$ cat config.mk
export PLATFORM = sky130hd
export DESIGN_NAME = console_uart_stub
export DESIGN_NICKNAME = d
export VERILOG_FILES = /design/src/rtl/console_uart_pkg.sv /design/src/rtl/cuart_decode.sv /design/src/rtl/cuart_latch_flag.sv /design/src/rtl/cuart_respond.sv /design/src/rtl/console_uart_stub.sv
export SDC_FILE = /design/constraint.sdc
export NUM_CORES = 1
export LEC_CHECK = 0
export ABC_CLOCK_PERIOD_IN_PS = 2029
export CAP_MARGIN = 20
export CORE_AREA = 3 3 91 58
export CTS_CLUSTER_DIAMETER = 40
export DETAILED_ROUTE_END_ITERATION = 10
export DIE_AREA = 0 0 94 61
export DONT_BUFFER_PORTS = 1
export PLACE_DENSITY = 0.45
export SLEW_MARGIN = 10
export SYNTH_ARGS = -nofsm -noshare
export SYNTH_HDL_FRONTEND = slang
export SYNTH_SLANG_ARGS = --single-unit
$ cat constraint.sdc
create_clock -name clk -period 2.03 [get_ports clk]
set_input_delay 0.203 -clock clk [delete_from_list [all_inputs] [get_ports clk]]
set_output_delay 0.203 -clock clk [all_outputs]
set_load 0.01 [all_outputs]
$ cat src/rtl/console_uart_pkg.sv
package console_uart_pkg;

  typedef enum logic [1:0] {
    ACC_FETCH = 2'd0,
    ACC_LOAD  = 2'd1,
    ACC_STORE = 2'd2,
    ACC_AMO   = 2'd3
  } acc_kind_e;

  typedef enum logic [1:0] {
    FLT_INSN  = 2'd0,
    FLT_LOAD  = 2'd1,
    FLT_STORE = 2'd2
  } fault_kind_e;

  localparam int unsigned SIZE_W     = 4;
  localparam int unsigned OFF_TXDATA = 'h00;
  localparam int unsigned OFF_LINECTL = 'h0C;
  localparam int unsigned OFF_LINESTS = 'h14;
  localparam logic [7:0]  STATUS_VAL = 8'h20;
  localparam int unsigned LATCH_BIT  = 7;

  // Fault class chosen by the access kind of a refused read.
  function automatic fault_kind_e fault_for(input logic [1:0] kind);
    case (kind)
      ACC_FETCH: fault_for = FLT_INSN;
      ACC_LOAD:  fault_for = FLT_LOAD;
      default:   fault_for = FLT_STORE;
    endcase
  endfunction

  // Register writes accept word and double-word accesses only.
  function automatic logic wide_write(input logic [SIZE_W-1:0] size);
    wide_write = (size == SIZE_W'(4)) || (size == SIZE_W'(8));
  endfunction

  // The status read is defined for a 4-byte access only.
  function automatic logic status_size(input logic [SIZE_W-1:0] size);
    status_size = (size == SIZE_W'(4));
  endfunction

endpackage

$ cat src/rtl/cuart_decode.sv
module cuart_decode
  import console_uart_pkg::*;
#(
  parameter int unsigned ADDR_W = 32,
  parameter logic [ADDR_W-1:0] BASE = '0
) (
  input  logic              req_valid,
  input  logic              req_write,
  input  logic [ADDR_W-1:0] req_addr,
  input  logic [SIZE_W-1:0] req_size,
  output logic              status_rd_hit,
  output logic              data_wr_hit,
  output logic              ctl_wr_hit,
  output logic              read_refused
);

  localparam logic [ADDR_W-1:0] O_DATA = ADDR_W'(OFF_TXDATA);
  localparam logic [ADDR_W-1:0] O_CTL  = ADDR_W'(OFF_LINECTL);
  localparam logic [ADDR_W-1:0] O_STS  = ADDR_W'(OFF_LINESTS);

  logic [ADDR_W-1:0] offset;
  logic              is_rd;
  logic              is_wr;

  always_comb begin
    offset        = req_addr - BASE;
    is_rd         = req_valid && !req_write;
    is_wr         = req_valid && req_write;
    status_rd_hit = is_rd && (offset == O_STS) && status_size(req_size);
    data_wr_hit   = is_wr && (offset == O_DATA) && wide_write(req_size);
    ctl_wr_hit    = is_wr && (offset == O_CTL) && wide_write(req_size);
    read_refused  = is_rd && !status_rd_hit;
  end

endmodule

$ cat src/rtl/cuart_latch_flag.sv
module cuart_latch_flag (
  input  logic clk,
  input  logic rst_n,
  input  logic ctl_wr_hit,
  input  logic latch_bit,
  output logic dlab_q
);

  always_ff @(posedge clk or negedge rst_n) begin
    if (!rst_n) begin
      dlab_q <= 1'b0;
    end else if (ctl_wr_hit) begin
      dlab_q <= latch_bit;
    end
  end

endmodule

$ cat src/rtl/cuart_respond.sv
module cuart_respond
  import console_uart_pkg::*;
#(
  parameter int unsigned DATA_W = 64
) (
  input  logic              clk,
  input  logic              rst_n,
  input  logic              req_valid,
  input  logic [1:0]        req_kind,
  input  logic [7:0]        wbyte,
  input  logic              status_rd_hit,
  input  logic              read_refused,
  input  logic              tx_fire,
  output logic              rsp_valid,
  output logic [DATA_W-1:0] rsp_rdata,
  output logic              rsp_fault,
  output logic [1:0]        rsp_fault_kind,
  output logic              tx_valid,
  output logic [7:0]        tx_byte
);

  logic [DATA_W-1:0] rdata_d;
  logic [1:0]        fkind_d;
  logic [7:0]        byte_d;

  always_comb begin
    rdata_d = status_rd_hit ? DATA_W'(STATUS_VAL) : '0;
    fkind_d = read_refused ? 2'(fault_for(req_kind)) : 2'd0;
    byte_d  = tx_fire ? wbyte : 8'h00;
  end

  always_ff @(posedge clk or negedge rst_n) begin
    if (!rst_n) begin
      rsp_valid      <= 1'b0;
      rsp_rdata      <= '0;
      rsp_fault      <= 1'b0;
      rsp_fault_kind <= 2'd0;
      tx_valid       <= 1'b0;
      tx_byte        <= 8'h00;
    end else begin
      rsp_valid      <= req_valid;
      rsp_rdata      <= rdata_d;
      rsp_fault      <= read_refused;
      rsp_fault_kind <= fkind_d;
      tx_valid       <= tx_fire;
      tx_byte        <= byte_d;
    end
  end

endmodule

$ cat src/rtl/console_uart_stub.sv
module console_uart_stub
  import console_uart_pkg::*;
#(
  parameter int unsigned ADDR_W = 32,
  parameter int unsigned DATA_W = 64,
  parameter logic [ADDR_W-1:0] BASE = 32'h1000_0000
) (
  input  logic              clk,
  input  logic              rst_n,
  input  logic              req_valid,
  input  logic              req_write,
  input  logic [1:0]        req_kind,
  input  logic [ADDR_W-1:0] req_addr,
  input  logic [3:0]        req_size,
  input  logic [DATA_W-1:0] req_wdata,
  output logic              rsp_valid,
  output logic [DATA_W-1:0] rsp_rdata,
  output logic              rsp_fault,
  output logic [1:0]        rsp_fault_kind,
  output logic              tx_valid,
  output logic [7:0]        tx_byte
);

  // Named internal events, also observed by the bound checker.
  logic status_rd_hit;
  logic data_wr_hit;
  logic ctl_wr_hit;
  logic read_refused;
  logic dlab_q;
  logic tx_fire;

  cuart_decode #(.ADDR_W(ADDR_W), .BASE(BASE)) u_decode (
    .req_valid     (req_valid),
    .req_write     (req_write),
    .req_addr      (req_addr),
    .req_size      (req_size),
    .status_rd_hit (status_rd_hit),
    .data_wr_hit   (data_wr_hit),
    .ctl_wr_hit    (ctl_wr_hit),
    .read_refused  (read_refused)
  );

  cuart_latch_flag u_flag (
    .clk        (clk),
    .rst_n      (rst_n),
    .ctl_wr_hit (ctl_wr_hit),
    .latch_bit  (req_wdata[LATCH_BIT]),
    .dlab_q     (dlab_q)
  );

  assign tx_fire = data_wr_hit && !dlab_q;

  cuart_respond #(.DATA_W(DATA_W)) u_resp (
    .clk            (clk),
    .rst_n          (rst_n),
    .req_valid      (req_valid),
    .req_kind       (req_kind),
    .wbyte          (req_wdata[7:0]),
    .status_rd_hit  (status_rd_hit),
    .read_refused   (read_refused),
    .tx_fire        (tx_fire),
    .rsp_valid      (rsp_valid),
    .rsp_rdata      (rsp_rdata),
    .rsp_fault      (rsp_fault),
    .rsp_fault_kind (rsp_fault_kind),
    .tx_valid       (tx_valid),
    .tx_byte        (tx_byte)
  );

endmodule

==> metrics.md <==
| Metric | Value |
|---|---|
| Status | `completed` |
| Synth Area in Adders | `0` |
| Clock root buffer | `clkbuf_8` |
| Flop2flop setup slack | `about 0.65 ns` |
| Clock period minus worst slack | `~1.4 ns` |
| Remaining antenna violation count | `0` |
| Max Slew Vio Count | `0` |
| Hold Path Class | `input pin to flop` |
| Count of final setup violators | `0` |
| Worst EP required | `2.20 ns` |
| First-pass GRT wire length | `2.497 mm` |
| CP startpoint kind | `flop` |
| Worst-path clk slew | `0.07 ns` |
| Core Area | `between 4000 and 5000 µm²` |
| P_leak | `0.0005286 µW` |
| Mapped Cells | `112` |
| Most frequent cells in the layout | `conb_1, dfrtp_1, and2_1, nor4_2, nor4_1` |
| XOR/XNOR share of the synthesized area | `0.007804` |
| Worst rel slew slack | `0.5248` |
| Fin area | `between 1000 and 1500 µm²` |
| DP HPWL | `between 1.5 and 2 mm` |
| Port-buffer cells | `0` |
| Synth Area in Simple Gates | `0.2196` |
| Clock Skew | `0.01059 ns` |
| Final TNS setup | `0 ns` |
| CP endpoint kind | `flop` |
| Clk_lat worst skew | `0.25 ns` |
| Synth Area in Compound Gates | `0` |
| Worst Tran Pin Value | `0.7104 ns` |
| Cell Area, Synth | `~1100 µm²` |
| Synthesis Warnings | `0` |
| Clk sink count | `15` |
| Mean area per synthesized cell | `between 10 and 15 µm²` |
| CP max stage delay | `roughly 0.38 ns` |
| Initial core utilization | `0.2485` |
| Fmax | `726.3 MHz` |
| Nets | `between 200 and 250` |
| Clock buffer depth | `2` |
| CP cell instances | `or3_1, nor4_4, and2_1` |
| TritonCTS Buffers | `3` |
| Crit share post-route | `0.6782` |
| Wirelength, routed | `2.061 mm` |
| Final Hold Vio Count | `0` |
| Area grow syn2layout | `-8.249%` |
| Pre-CTS WS | `0.3929 ns` |
| Drt drc | `0` |
| Kind of critical path | `flop to flop` |
| Worst Path Max Fanout | `9` |
| DP Area | `between 900 and 1000 µm²` |
| Core Rows | `19` |
| Max H-tree Level | `1` |
| Total number of vias | `590` |
| FF+latch count, synth | `15` |
| Cells on Worst Hold Path | `1` |
| R2R depth | `3` |
| Initial antenna violation count | `1` |
| MaxCap Viol Count | `0` |
| Most common cell after layout, fill and taps aside | `conb_1` |
| Maximum vdd ir drop | `0.1864 mV` |
| Worst path slowest cell | `dfrtp_1` |
| Library cells used by synthesis | `22` |
| Share of layout cells above drive strength 1 | `0.09402` |
| Worst setup margin | `0.6532 ns` |
| Post-CTS Setup Inserts | `0` |
| Routability congestion estimate | `between 0.5 and 0.6` |
| DRT Pass-1 Iters | `3` |
| TritonCTS clock tree | `built` |
| GRT Resource Usage Total | `0.06060` |
| Seq/Total Area, Yosys | `0.3344` |
| Final core occ | `0.2280` |
| Die area | `5734 µm²` |
| Vert. Die Dim | `61 µm` |
| Power per cell area | `602.2 nW/µm²` |
| Vias in the first global route | `511` |
| Worst hold slack | `0.02994 ns` |
| Wirelength per Cell | `11.39 µm` |
| Vias per inst | `between 3 and 4` |
| Pin count of the biggest net entering global routing | `16` |
| Fill cell count | `approximately 500` |
| Die W | `approximately 94 µm` |
| Ports | `183` |
| Starting DRC count in detailed routing | `10` |
| Post-synthesis mux area share | `0.01003` |
| GRT overflow | `0` |
| Main combinational cell family by area after synthesis | `buffers and inverters` |
| WP data arrival | `1.55 ns` |
| Unrepaired setup endpoints after global routing | `false` |
-- layer usage --
layer	vias to the layer above	GRT usage	routed length [µm]
li1	254	-	-
met1	277	0.07004	678
met2	57	0.1049	1114
met3	2	0.02107	254
met4	0	0.02469	14
met5	-	0	0
-- what timing repair did --
item                      in CTS  in global routing
hold endpoints to repair      16                  0
gates resized for setup        0                  0
hold buffers                   2                  0
-- cell type report --
type	count	area (µm²)	area share
diodes	1	2.502	0.002430
clock buffers	3	41.29	0.04010
clock inverters	1	5.005	0.004860
inverters	1	3.754	0.003645
multi-input cells	95	503.0	0.4885
flip-flops and latches	15	375.4	0.3645
well taps	63	78.83	0.07655
repair buffers	2	20.02	0.01944
-- worst max-delay path: cells and delay by family (launching register included) --
kind	cells	cell delay, ns
DFF	1	0.38
and+or+nand+nor	3	0.92
-- kinds of logic (layout without fill, tap and decap cells) --
family / after synthesis / after routing
buffers and inverters: 64 / 7
other: 1 / 64
muxes: 1 / 1
DFF: 15 / 15
xor gates and xnor gates: 1 / 1
and+or+nand+nor: 30 / 30
-- worst paths after layout --
kind,start,to
worst max register to register,u_flag.dlab_q$_DFFE_PN0P_,u_resp.tx_byte[3]$_DFF_PN0_
worst max-delay path,u_flag.dlab_q$_DFFE_PN0P_,u_resp.tx_byte[3]$_DFF_PN0_
min in group asynchronous,rst_n,u_resp.tx_byte[7]$_DFF_PN0_
worst min register to register,u_flag.dlab_q$_DFFE_PN0P_,u_flag.dlab_q$_DFFE_PN0P_
max in group asynchronous,rst_n,u_resp.rsp_fault_kind[1]$_DFF_PN0_
worst min-delay path,req_kind[1],u_resp.rsp_fault_kind[0]$_DFF_PN0_
-- where the power goes --
part	internal [µW]	total (µW)	switching (µW)	leakage, µW
Sequential	302	305	2.91	0.000205
Clock	136	237	101	0.0000255
Combinational	11.5	78.1	66.6	0.000298
-- sequential cells by signal, indices dropped and copies added, names as in the netlist --
register	count
u_flag.dlab_q	1
u_resp.tx_valid	1
u_resp.rsp_valid	1
u_resp.rsp_fault	1
u_resp.rsp_rdata	1
u_resp.tx_byte	8
u_resp.rsp_fault_kind	2
-- stage by stage --
step	power, µW	cells
after floorplan	464.7	174
after global placement	376.2	174
after detailed placement	376.9	174
after CTS	628.5	180
after global routing	660.8	181
final	620.1	181
-- Yosys cell counts, drive strengths merged --
| master | instances | area [µm²] |
|---|---|---|
| buf | 63 | 473.0 |
| dfrtp | 15 | 375.4 |
| nor4 | 9 | 96.34 |
| and2 | 8 | 50.05 |
| nand2b | 2 | 12.51 |
| nand4 | 2 | 18.77 |
| nor4b | 2 | 23.77 |
| conb | 1 | 3.750 |
| inv | 1 | 3.750 |
| mux2 | 1 | 11.26 |
| nand2 | 1 | 3.750 |
| nand4b | 1 | 8.760 |
| nor2 | 1 | 3.750 |
| nor3 | 1 | 5.000 |
| nor3b | 1 | 7.510 |
| nor4bb | 1 | 10.01 |
| or3 | 1 | 6.260 |
| xor2 | 1 | 8.760 |
Note: power is estimated with default switching activity, not from simulation.
